==> src/rtl/tdm_prbs_pkg.sv <==
package tdm_prbs_pkg;

  localparam int PRBS_W = 15;

  typedef logic [PRBS_W-1:0] prbs_t;

  // one step of x^15 + x^14 + 1, emitted bit is the top bit
  function automatic prbs_t prbs_step(input prbs_t s);
    return {s[PRBS_W-2:0], s[PRBS_W-1] ^ s[PRBS_W-2]};
  endfunction

  // predicted next bit from the last 15 bits (top = oldest)
  function automatic logic prbs_predict(input prbs_t s);
    return s[PRBS_W-1] ^ s[PRBS_W-2];
  endfunction

endpackage

==> src/rtl/tdm_slot_timer.sv <==
module tdm_slot_timer #(
  parameter int CH_BITS = 8,
  parameter int NUM_CH  = 32,
  localparam int CH_W   = $clog2(NUM_CH)
) (
  input  logic            clk,
  input  logic            rst_n,
  input  logic            frame_pulse,
  input  logic [CH_W-1:0] win_start,
  input  logic [CH_W-1:0] win_len_m1,
  output logic            in_win
);

  localparam int SLOTS  = CH_BITS * NUM_CH;
  localparam int SLOT_W = $clog2(SLOTS);
  localparam int BIT_W  = $clog2(CH_BITS);

  logic [SLOT_W-1:0] slot_q;
  logic [SLOT_W-1:0] slot_d;
  logic [CH_W-1:0]   cur_ch;
  logic [CH_W:0]     win_last;

  always_comb begin
    if (frame_pulse) begin
      slot_d = '0;
    end else if (slot_q == SLOT_W'(SLOTS - 1)) begin
      slot_d = '0;
    end else begin
      slot_d = slot_q + 1'b1;
    end
  end

  assign cur_ch   = slot_d[SLOT_W-1:BIT_W];
  assign win_last = {1'b0, win_start} + {1'b0, win_len_m1};
  assign in_win   = ({1'b0, cur_ch} >= {1'b0, win_start}) &&
                    ({1'b0, cur_ch} <= win_last);

  always_ff @(posedge clk or negedge rst_n) begin
    if (!rst_n) begin
      slot_q <= SLOT_W'(SLOTS - 1);
    end else begin
      slot_q <= slot_d;
    end
  end

endmodule

==> src/rtl/tdm_prbs_gen.sv <==
module tdm_prbs_gen
  import tdm_prbs_pkg::*;
(
  input  logic  clk,
  input  logic  rst_n,
  input  logic  adv,
  output prbs_t state
);

  prbs_t state_q;
  prbs_t state_d;

  always_comb begin
    state_d = state_q;
    if (adv) begin
      state_d = prbs_step(state_q);
    end
  end

  always_ff @(posedge clk or negedge rst_n) begin
    if (!rst_n) begin
      state_q <= '1;
    end else begin
      state_q <= state_d;
    end
  end

  assign state = state_q;

endmodule

==> src/rtl/tdm_prbs_chk.sv <==
module tdm_prbs_chk
  import tdm_prbs_pkg::*;
#(
  parameter int ERR_W = 16
) (
  input  logic             clk,
  input  logic             rst_n,
  input  logic             en,
  input  logic             win,
  input  logic             rx_bit,
  output logic             sync,
  output logic [ERR_W-1:0] err_count
);

  localparam int FILL_W = $clog2(PRBS_W + 1);

  logic              en_q;
  logic [FILL_W-1:0] fill_q, fill_d;
  logic              sync_q, sync_d;
  prbs_t             hist_q, hist_d;
  logic [ERR_W-1:0]  err_q, err_d;
  logic              en_rise;
  logic              pred;

  assign en_rise = en && !en_q;
  assign pred    = prbs_predict(hist_q);

  always_comb begin
    fill_d = fill_q;
    sync_d = sync_q;
    hist_d = hist_q;
    err_d  = err_q;
    if (!en) begin
      fill_d = '0;
      sync_d = 1'b0;
    end else begin
      if (en_rise) begin
        err_d = '0;
      end
      if (win) begin
        if (!sync_q) begin
          hist_d = {hist_q[PRBS_W-2:0], rx_bit};
          fill_d = fill_q + 1'b1;
          if (fill_q == FILL_W'(PRBS_W - 1)) begin
            sync_d = 1'b1;
          end
        end else begin
          hist_d = {hist_q[PRBS_W-2:0], pred};
          if ((rx_bit != pred) && (err_q != '1)) begin
            err_d = err_q + 1'b1;
          end
        end
      end
    end
  end

  always_ff @(posedge clk or negedge rst_n) begin
    if (!rst_n) begin
      en_q   <= 1'b0;
      fill_q <= '0;
      sync_q <= 1'b0;
      hist_q <= '0;
      err_q  <= '0;
    end else begin
      en_q   <= en;
      fill_q <= fill_d;
      sync_q <= sync_d;
      hist_q <= hist_d;
      err_q  <= err_d;
    end
  end

  assign sync      = sync_q;
  assign err_count = err_q;

endmodule

==> src/rtl/tdm_prbs_tester.sv <==
module tdm_prbs_tester
  import tdm_prbs_pkg::*;
#(
  parameter int CH_BITS = 8,
  parameter int NUM_CH  = 32,
  parameter int ERR_W   = 16,
  localparam int CH_W   = $clog2(NUM_CH)
) (
  input  logic             clk,
  input  logic             rst_n,
  input  logic             frame_pulse,
  input  logic             rx_bit,
  input  logic             tx_data_in,
  input  logic [CH_W-1:0]  win_start,
  input  logic [CH_W-1:0]  win_len_m1,
  input  logic             tx_en,
  input  logic             rx_en,
  output logic             tx_bit,
  output logic [ERR_W-1:0] err_count,
  output logic             rx_sync
);

  logic  rst_meta_q;
  logic  rst_sync_n;
  logic  in_win;
  logic  tx_active;
  prbs_t gen_state;

  // asynchronous assertion, two-flop synchronous release
  always_ff @(posedge clk or negedge rst_n) begin
    if (!rst_n) begin
      rst_meta_q <= 1'b0;
      rst_sync_n <= 1'b0;
    end else begin
      rst_meta_q <= 1'b1;
      rst_sync_n <= rst_meta_q;
    end
  end

  tdm_slot_timer #(
    .CH_BITS (CH_BITS),
    .NUM_CH  (NUM_CH)
  ) u_timer (
    .clk         (clk),
    .rst_n       (rst_sync_n),
    .frame_pulse (frame_pulse),
    .win_start   (win_start),
    .win_len_m1  (win_len_m1),
    .in_win      (in_win)
  );

  assign tx_active = tx_en && in_win && rst_sync_n;

  tdm_prbs_gen u_gen (
    .clk   (clk),
    .rst_n (rst_sync_n),
    .adv   (tx_active),
    .state (gen_state)
  );

  assign tx_bit = tx_active ? gen_state[PRBS_W-1] : tx_data_in;

  tdm_prbs_chk #(
    .ERR_W (ERR_W)
  ) u_chk (
    .clk       (clk),
    .rst_n     (rst_sync_n),
    .en        (rx_en),
    .win       (in_win),
    .rx_bit    (rx_bit),
    .sync      (rx_sync),
    .err_count (err_count)
  );

endmodule

==> config.mk <==
export PLATFORM = sky130hd
export DESIGN_NAME = tdm_prbs_tester
export DESIGN_NICKNAME = d
export VERILOG_FILES = /design/src/rtl/tdm_prbs_pkg.sv /design/src/rtl/tdm_slot_timer.sv /design/src/rtl/tdm_prbs_gen.sv /design/src/rtl/tdm_prbs_chk.sv /design/src/rtl/tdm_prbs_tester.sv
export SDC_FILE = /design/constraint.sdc
export NUM_CORES = 1
export LEC_CHECK = 0
export BUFFER_PORTS_ARGS = -buffer_cell sky130_fd_sc_hd__buf_4
export CORE_AREA = 3 3 82 84
export DETAILED_ROUTE_END_ITERATION = 10
export DIE_AREA = 0 0 85 87
export HOLD_SLACK_MARGIN = 0.06
export PLACE_DENSITY = 0.79
export SLEW_MARGIN = 20
export SYNTH_ARGS = -nofsm -noshare
export SYNTH_HDL_FRONTEND = slang
export SYNTH_SLANG_ARGS = --single-unit
==> constraint.sdc <==
create_clock -name clk -period 6.4 [get_ports clk]
set_input_delay 0.96 -clock clk [delete_from_list [all_inputs] [get_ports clk]]
set_output_delay 0.96 -clock clk [all_outputs]
set_load 0.03 [all_outputs]
After elaboration in Yosys (flattened, before gate mapping)
Index checks and enable logic that the tools add are counted.

cells by class
  add/subtract/negate cells = 4
  $lt $le $gt $ge = 2
  equal/unequal tests = 6
  mux-type cells = 15
  bitwise logic cells = 2
  reduce and logical (&&, ||, !) cells = 8

operators with widths
  operator               number
  $mux 16                4
  $add 16x1->16 const B  1
  $mux 8                 2
  $ne 16x16->1 const B   1
  $mux 4                 3
  $add 8x1->8 const B    1
  $eq 8x8->1 const B     1
  $add 5x5->6            1
  $le 5x6->1             1
  $mux 1                 6
  $ge 5x5->1             1
  $logic_and 1x1->1      5
  $add 4x1->4 const B    1
  $eq 4x4->1 const B     1
  $reduce_and 2->1       2
  $ne 2x1->1 const B     1
  $ne 2x2->1 const B     1
  $xor 1x1->1            2
  $logic_not 1->1        1
  $ne 1x1->1             1

storage, ports and cells
  bits in registers = 62
  output and inout port bits = 18
  word-level logic and storage cells = 46

Longest topological paths before layout
Gate-level depths: netlist of the first run.

  word-level depth = 8
  mapped depth = 15

Hierarchy
Synthesis of the first run repeated with hierarchy kept, for this count alone.

second synthesis, totals
  cells, all modules = 289
  area total of the unflattened synthesis = 3324.4 µm²

modules (own cells, without submodules)
  module           times used  cells each  area an instance (µm²)  seq. area each (µm²)
  tdm_prbs_chk     1           162         1805.5                  925.9
  tdm_slot_timer   1           88          808.3                   210.2
  tdm_prbs_gen     1           34          630.6                   394.1
  tdm_prbs_tester  1           5           80.1                    50.0

Worst setup path after synthesis of the first run
No wires, ideal clock.

  path kind = input to output
  start point = input port win_start[0]
  end point = output port tx_bit
  arrival = 3835 ps
  setup slack = 1605 ps
  stages on the path = 14
  path buffers = 2
  cell sequence = ha_1 fa_1 a21o_1 a21oi_1 xor2_1 ha_1 and3b_1 o211a_1 o311a_1 nand2_1 and4_4 buf_6 buf_8 mux2_4

between the ends
  longest elaborated chain between the ends = 6
  elaborated cells on any way between the ends = 7
  classes of those cells = 1 x add/sub; 2 x order compare; 1 x mux; 3 x reduce/logical

ends and longest elaborated chain
  element                           line                   text
  from (decl)                       tdm_prbs_tester.sv:14  input logic [CH_W-1:0] win_start,
  $add 5x5->6                       tdm_slot_timer.sv:34   assign win_last = {1'b0, win_start} + {1'b0, win_len_m1};
  $le 5x6->1                        tdm_slot_timer.sv:36   ({1'b0, cur_ch} <= win_last);
  $logic_and 1x1->1 *               tdm_slot_timer.sv:35   assign in_win = ({1'b0, cur_ch} >= {1'b0, win_start}) &&
  $logic_and 1x1->1 * (2 in a row)  tdm_prbs_tester.sv:52  assign tx_active = tx_en && in_win && rst_sync_n;
  $mux 1 *                          tdm_prbs_tester.sv:61  assign tx_bit = tx_active ? gen_state[PRBS_W-1] : tx_data_in;
  to (decl)                         tdm_prbs_tester.sv:18  output logic tx_bit,

Mark *: on every way between the ends. The rest lies on a longest branch, timed or not.

Worst setup path after layout of the first run
Same ends and word-level chain as after synthesis.

==> results.txt, run 1 <==
Status = completed
Syn Std Cell Area = 3600 sq um
Largest net degree at the start of global routing = 62
WL per Instance = 15.4 um
Cell family with most CP delay = adder cells
Worst path arrival time = 4.42 ns
Period utilisation layout = 84.1%
# H-tree levels = 3
Hold-fix buffers at CTS = 0
Bufs on Longest Clock Path = 2
Ys async rst share = 100%
Row count = 28
Dpl cell area = 3880 sq um
Fin util = 68.7%
Worst slew pin tran = 0.726 ns
First-pass GRT wire length = 12.2 mm
Die area = 7400 sq um
Pins Over Slew Limit = 0
Post-CTS setup buffers = 0
Initial antenna violation count = 0
CTS sink count = 62
Worst path bufs/invs = 3
Leading cell type in the layout, fill and taps excluded = dfrtp_1
CP Capture Type = output port
Worst stage delay on the critical path = 0.45 ns
Max cap viols = 0
Ys Warns = 0
Unrepaired setup endpoints after global routing = false
IO Pins = 35
Setup CP Type = primary input to output port
Starting Density = 60.2%
Netlist cell types = 62
Synth Instances = 343
R2R Setup Slk = 2.75 ns
Syn-to-layout area delta = 14.3%
Hold crit path type = register to register
Avg Vias per Cell = 5.98
Total power = 978 uW
Syn avg cell area = 10.5 sq um
Final non-filler cell total = 455
Hold slack = 0.370 ns
Cell total after placement = 439
Post-synth net total = 377
Fin worst setup slack = 1.02 ns
RePlAce Congestion = 0.836
Total number of vias = 2,719
CP most frequent cell = buf_4
Max frequency = 0.186 GHz
Final setup violation count = 0
CTS Buf Count = 9
CP Launch Type = primary input
Top_reg_cell synth = dfrtp_1
Commonest non-fill, non-tap cells in the layout = 38 x dfrtp_1, 36 x buf_4, 34 x nand2_1
CP max FO = 22
Iteration count of the initial detailed-routing pass = 4
Core area = 5990 sq um
EDFF count, synth = 0
Final ANT Viol Nets = 0
Routed WL = 7.01 mm
Post-cts resize count = 0
Relative slew slack = 51.6%
Clock period minus worst slack = 5.38 ns
CTS tree = yes
Final Cell Area = 4120 sq um
CTS root buffer = clkbuf_8
Clk slew on worst S/H paths = 0.07 ns
PortBufs = 34
Die Ht = 87 um
Place WS = 1.06 ns
Total Nets Final = 409
Fin Setup TNS = 0 ns
Pwr Density = 238 nW/um^2
HPWL Detailed = 4.68 mm
Crit path cell chain = buf_4, ha_1, fa_1, a21o_1, a21oi_1, xor2_1, ha_1, and3b_1, o211a_1, o311a_1, nand2_1, buf_4, and4_4, mux2_4, buf_4
Vias in the first global route = 2,786
Overall Global Routing Usage = 20.4%
DRC = 0
DR iter-0 viols = 127
Synth Register Bits = 62
ANT cells = 0
Maximum vdd drop = 0.000177 V
Chip Width = 85 um
Clock latency on the worst-skew pair = 0.34 ns
Critical path's slowest cell = and4_4
Critical path depth = 15
Skew final = 0.00894 ns
Hold Crit Depth = 0
Leakage power = 1.88 nW
Residual overflow from global routing = 0
Layout cells sized above 1 = 30.3%
Hold Vio Cnt, Final = 0
Worst r2r path cells = 12
CP Data Required Time = 5.44 ns
Seq/Total Area, Yosys = 43.9%
[metal layers]
| layer | vias to the layer above | track usage [%] | wire [um] |
|---|---|---|---|
| li1 | 1325 | - | - |
| met1 | 1325 | 25.6 | 3160 |
| met2 | 63 | 34.5 | 3410 |
| met3 | 6 | 5.30 | 375 |
| met4 | 0 | 6.47 | 63 |
| met5 | - | 0 | 0 |
[final timing paths]
path                                   startpoint             endpoint
min in group asynchronous                   rst_n           rst_meta_q
worst max register to register  u_timer.slot_q[0]   u_chk.err_count[5]
worst min register to register         rst_meta_q           rst_sync_n
max in group asynchronous              rst_sync_n  u_chk.err_count[15]
worst min-delay path                   rst_meta_q           rst_sync_n
worst max-delay path                 win_start[0]               tx_bit
[logic make-up after synthesis]
kind of cell / count (synthesis) / synth area share [%]
muxes: 36 / 12.1
buffers and inverters: 27 / 3.58
other: 1 / 0.104
xor gates and xnor gates: 11 / 2.67
and+or+nand+nor: 110 / 16.7
DFF: 62 / 43.9
adders and majority gates: 17 / 6.11
AOI/OAI and AO/OA: 79 / 14.9
[final cells by class]
| class | instances | area, sq um |
|---|---|---|
| multi-input cells | 254 | 1890 |
| fillers | 442 | 1870 |
| flip-flops and latches | 62 | 1580 |
| repair buffers | 36 | 270 |
| clock buffers | 14 | 216 |
| well taps | 75 | 93.8 |
| inverters | 12 | 45.0 |
| clock inverters | 2 | 16.3 |
[cell usage after synthesis (3+ instances only)]
library cell	instances	area (sq um)
ha_1	16	200
buf_2	7	35.0
dfstp_2	23	604
mux2_4	10	150
nor2b_1	10	62.6
a41oi_1	8	70.1
xnor2_1	4	35.0
a32oi_1	6	52.6
xor2_1	7	61.3
nand3_2	3	30.0
inv_1	12	45.0
nor3_1	3	15.0
mux2i_1	5	50.1
clkbuf_1	6	22.5
nand2b_1	6	37.5
nand3_1	11	55.1
nand4_1	4	25.0
and3_1	5	31.3
a31oi_1	3	18.8
o31ai_1	5	37.5
nand2_1	34	128
o21ai_0	19	95.1
dfrtp_1	39	976
nor2_1	15	56.3
o21ai_1	11	55.1
mux2_2	18	203
a21oi_1	11	55.1
or4_1	3	22.5
mux2_1	3	33.8
[registers in the layout, indices dropped and copies added (netlist names)]
name             cells
u_chk.fill_q         4
rst_meta_q           1
u_gen.state         15
u_chk.hist_q        15
u_chk.sync           1
u_chk.err_count     16
u_timer.slot_q       8
u_chk.en_q           1
rst_sync_n           1
[power by group]
group	total, mW	internal [mW]	switching, mW
logic	0.154	0.0638	0.0898
registers	0.449	0.416	0.0335
clock network	0.375	0.223	0.152
total	0.978	0.702	0.276
Power figures use the tool's default switching activity.
==> inputs of run 2 (changes only) <==
--- a/config.mk
+++ b/config.mk
@@ -6,11 +6,11 @@
 export NUM_CORES = 1
 export LEC_CHECK = 0
 export BUFFER_PORTS_ARGS = -buffer_cell sky130_fd_sc_hd__buf_4
-export CORE_AREA = 3 3 82 84
+export CORE_AREA = 3 3 86 88
 export DETAILED_ROUTE_END_ITERATION = 10
-export DIE_AREA = 0 0 85 87
+export DIE_AREA = 0 0 89 91
 export HOLD_SLACK_MARGIN = 0.06
-export PLACE_DENSITY = 0.79
+export PLACE_DENSITY = 0.75
 export SLEW_MARGIN = 20
 export SYNTH_ARGS = -nofsm -noshare
 export SYNTH_HDL_FRONTEND = slang
==> constraint.sdc (replaced) <==
create_clock -name clk -period 4.3 [get_ports clk]
set_input_delay 0.645 -clock clk [delete_from_list [all_inputs] [get_ports clk]]
set_output_delay 0.645 -clock clk [all_outputs]
set_load 0.03 [all_outputs]
==> run 2 against run 1 <==
Combinational power up 50%. First-iteration DRC count up 53%. Critical path depth down 1. Sequential share of layout area up 0.12 points. Core utilization down 7.6 points. Total power up 39%. Clock skew up 0.0017 ns. Final area down 0.30%. Largest power group unchanged.
==> results.txt, run 2 (same netlist as run 1, synthesis figures left out) <==
Final non-filler cell total = 464 (+2.0%)
DRC = 0 (unchanged)
Max cap viols = 0 (unchanged)
CTS root buffer = clkbuf_8
M1 WL = 3.52 mm (+12%)
Relative slew slack = 49.0% (-2.6 points)
Dpl cell area = 3910 sq um (+0.74%)
Clock latency on the worst-skew pair = 0.35 ns (about the same)
Maximum vdd drop = 0.000230 V (+30%)
Setup CP Type = primary input to output port
Syn-to-layout area delta = 13.9%
HPWL Detailed = 4.93 mm (+5.2%)
Initial antenna violation count = 0 (unchanged)
Total number of vias = 2,717 (-0.074%)
Met2 routed WL = 3.52 mm (+3.2%)
Starting Density = 53.6% (-6.5 points)
Multi-input gate area = 1900 sq um (+0.53%)
RePlAce Congestion = 0.845 (+1.1%)
Max frequency = 0.241 GHz
Largest net degree at the start of global routing = 61 (-1.6%)
WL per Instance = 16.1 um (+4.5%)
CP Launch Type = primary input
Core area = 6720 sq um (+12%)
Commonest non-fill, non-tap cells in the layout = 39 x buf_4, 38 x dfrtp_1, 33 x nand2_1
Final setup violation count = 0 (unchanged)
Worst path bufs/invs = 2 (-1)
# H-tree levels = 3 (unchanged)
Layout cells sized above 1 = 32.0% (+1.8 points)
CTS tree = yes
Die Ht = 91 um (+4.6%)
Status = completed
DR iter-0 viols = 194 (+53%)
CTS sink count = 62 (unchanged)
CP Data Required Time = 3.65 ns (-1.79 ns)
CP max FO = 3 (-86%)
PortBufs = 34 (unchanged)
Fin worst setup slack = 0.144 ns (-0.872 ns)
Top Metal Used = met4
DR WL met3 = 286 um (-24%)
Fillers = 559 (+26%)
Pwr Density = 332 nW/um^2 (+40%)
Place WS = 0.0594 ns (-0.998 ns)
Hold Vio Cnt, Final = 0 (unchanged)
CP Capture Type = output port
Hold slack = 0.355 ns (-0.0143 ns)
Leakage power = 1.87 nW (-0.36%)
Worst path arrival time = 3.51 ns (-0.91 ns)
ANT cells = 0 (unchanged)
Reg area = 1580 sq um (unchanged)
Residual overflow from global routing = 0 (unchanged)
Final ANT Viol Nets = 0 (unchanged)
Clk pwr share = 33.8% (-4.6 points)
Fin util = 61.1% (-7.6 points)
Row count = 30 (+7.1%)
Reg power frac = 49.3% (+3.4 points)
IO Pins = 35 (unchanged)
Logic pwr share = 16.9% (+1.2 points)
Avg Vias per Cell = 5.86 (-2.0%)
Final Cell Area = 4110 sq um (-0.30%)
Worst slew pin tran = 0.764 ns (+0.0384 ns)
Worst stage delay on the critical path = 0.36 ns (-0.09 ns)
Overall Global Routing Usage = 19.5% (-0.85 points)
Sw Share = 32.2% (+4.0 points)
Clock period minus worst slack = 4.16 ns
Unrepaired setup endpoints after global routing = false
Total power = 1.36 mW (+39%)
First-pass GRT wire length = 12.6 mm (+3.4%)
Critical path's slowest cell = fa_2
Leading cell type in the layout, fill and taps excluded = buf_4
Cell family with most CP delay = adder cells
Max reg flops = 16 (unchanged)
Internal power = 925 uW (+32%)
Period utilisation layout = 96.7%
Pins Over Slew Limit = 0 (unchanged)
Iteration count of the initial detailed-routing pass = 4 (unchanged)
Vias in the first global route = 2,661 (-4.5%)
Routed WL = 7.46 mm (+6.5%)
Die area = 8100 sq um (+9.5%)
Clk slew on worst S/H paths = 0.07 ns (about the same)
Fin Setup TNS = 0 ns (unchanged)
Crit path cell chain = buf_4, ha_1, fa_2, a21o_1, a21oi_1, xor2_1, ha_1, and3b_1, o211a_1, o311a_1, nand2_2, and4_4, mux2_4, buf_4
P_sw = 439 uW (+59%)
Total Nets Final = 413 (+0.98%)
CTS Buf Count = 9 (unchanged)
Cell total after placement = 447 (+1.8%)
Hold crit path type = register to register
Skew final = 0.0106 ns (+0.00169 ns)
Chip Width = 89 um (+4.7%)
Bufs on Longest Clock Path = 2 (unchanged)
-- run 2: cell types whose count changed in the layout (fill, tap and decap cells not counted), moves of 2 or more --
cell	previous run	this run
buf_4	36	39
clkinv_2	0	2
clkbuf_16	3	0
inv_4	0	2
-- run 2: worst register-to-register path: stages, from the launching register on --
cell and delay (ns):
dfstp_2 0.58, ha_2 0.25, nand2_1 0.11, or4_4 0.45, nand2_1 0.10, ha_1 0.22, and3b_1 0.21, o211a_1 0.11
o311a_1 0.31, nand2_2 0.10, buf_4 0.27, nand3_2 0.34, mux2_1 0.42
-- run 2: layout make-up --
cell class | instances | area share, %
inverter | 12 | 1.10
clock buffer | 9 | 3.02
multi-input combinational | 254 | 46.4
timing repair buffer | 40 | 7.38
tap | 80 | 2.44
sequential | 62 | 38.5
clock inverter | 7 | 1.16
-- run 2: worst paths after layout --
path	startpoint	to	slack [ns]	depth (start not counted)
worst max-delay path	win_start[0]	tx_bit	0.14	14
worst min-delay path	rst_meta_q	rst_sync_n	0.36	0
worst max register to register	u_timer.slot_q[0]	u_chk.hist_q[4]	0.74	12
worst min register to register	rst_meta_q	rst_sync_n	0.36	0
max in group asynchronous	rst_sync_n	u_chk.hist_q[6]	3.32	1
min in group asynchronous	rst_sync_n	u_chk.fill_q[2]	0.47	1
-- run 2: power by group through the flow --
stage	sequential, mW	combinational, mW	clock (mW)
2_1_floorplan	0.715	0.107	0
3_3_place_gp	0.677	0.224	0
3_5_place_dp	0.679	0.231	0
4_1_cts	0.670	0.232	0.470
5_1_grt	0.679	0.256	0.503
6_report	0.672	0.231	0.461
-- run 2: what timing repair did --
item | 4_1_cts | 5_1_grt
hold buffers | 1 | 0
endpoints found under the setup margin | 0 | 1
setup buffers | 0 | 0
resized for setup | 0 | 4
hold endpoints to repair | 2 | 0
-- run 2: layer usage --
layer | track usage (%) | up-vias
li1 | - | 1328
met1 | 26.8 | 1318
met2 | 30.3 | 54
met3 | 4.36 | 17
met4 | 6.82 | 0
met5 | 0 | -
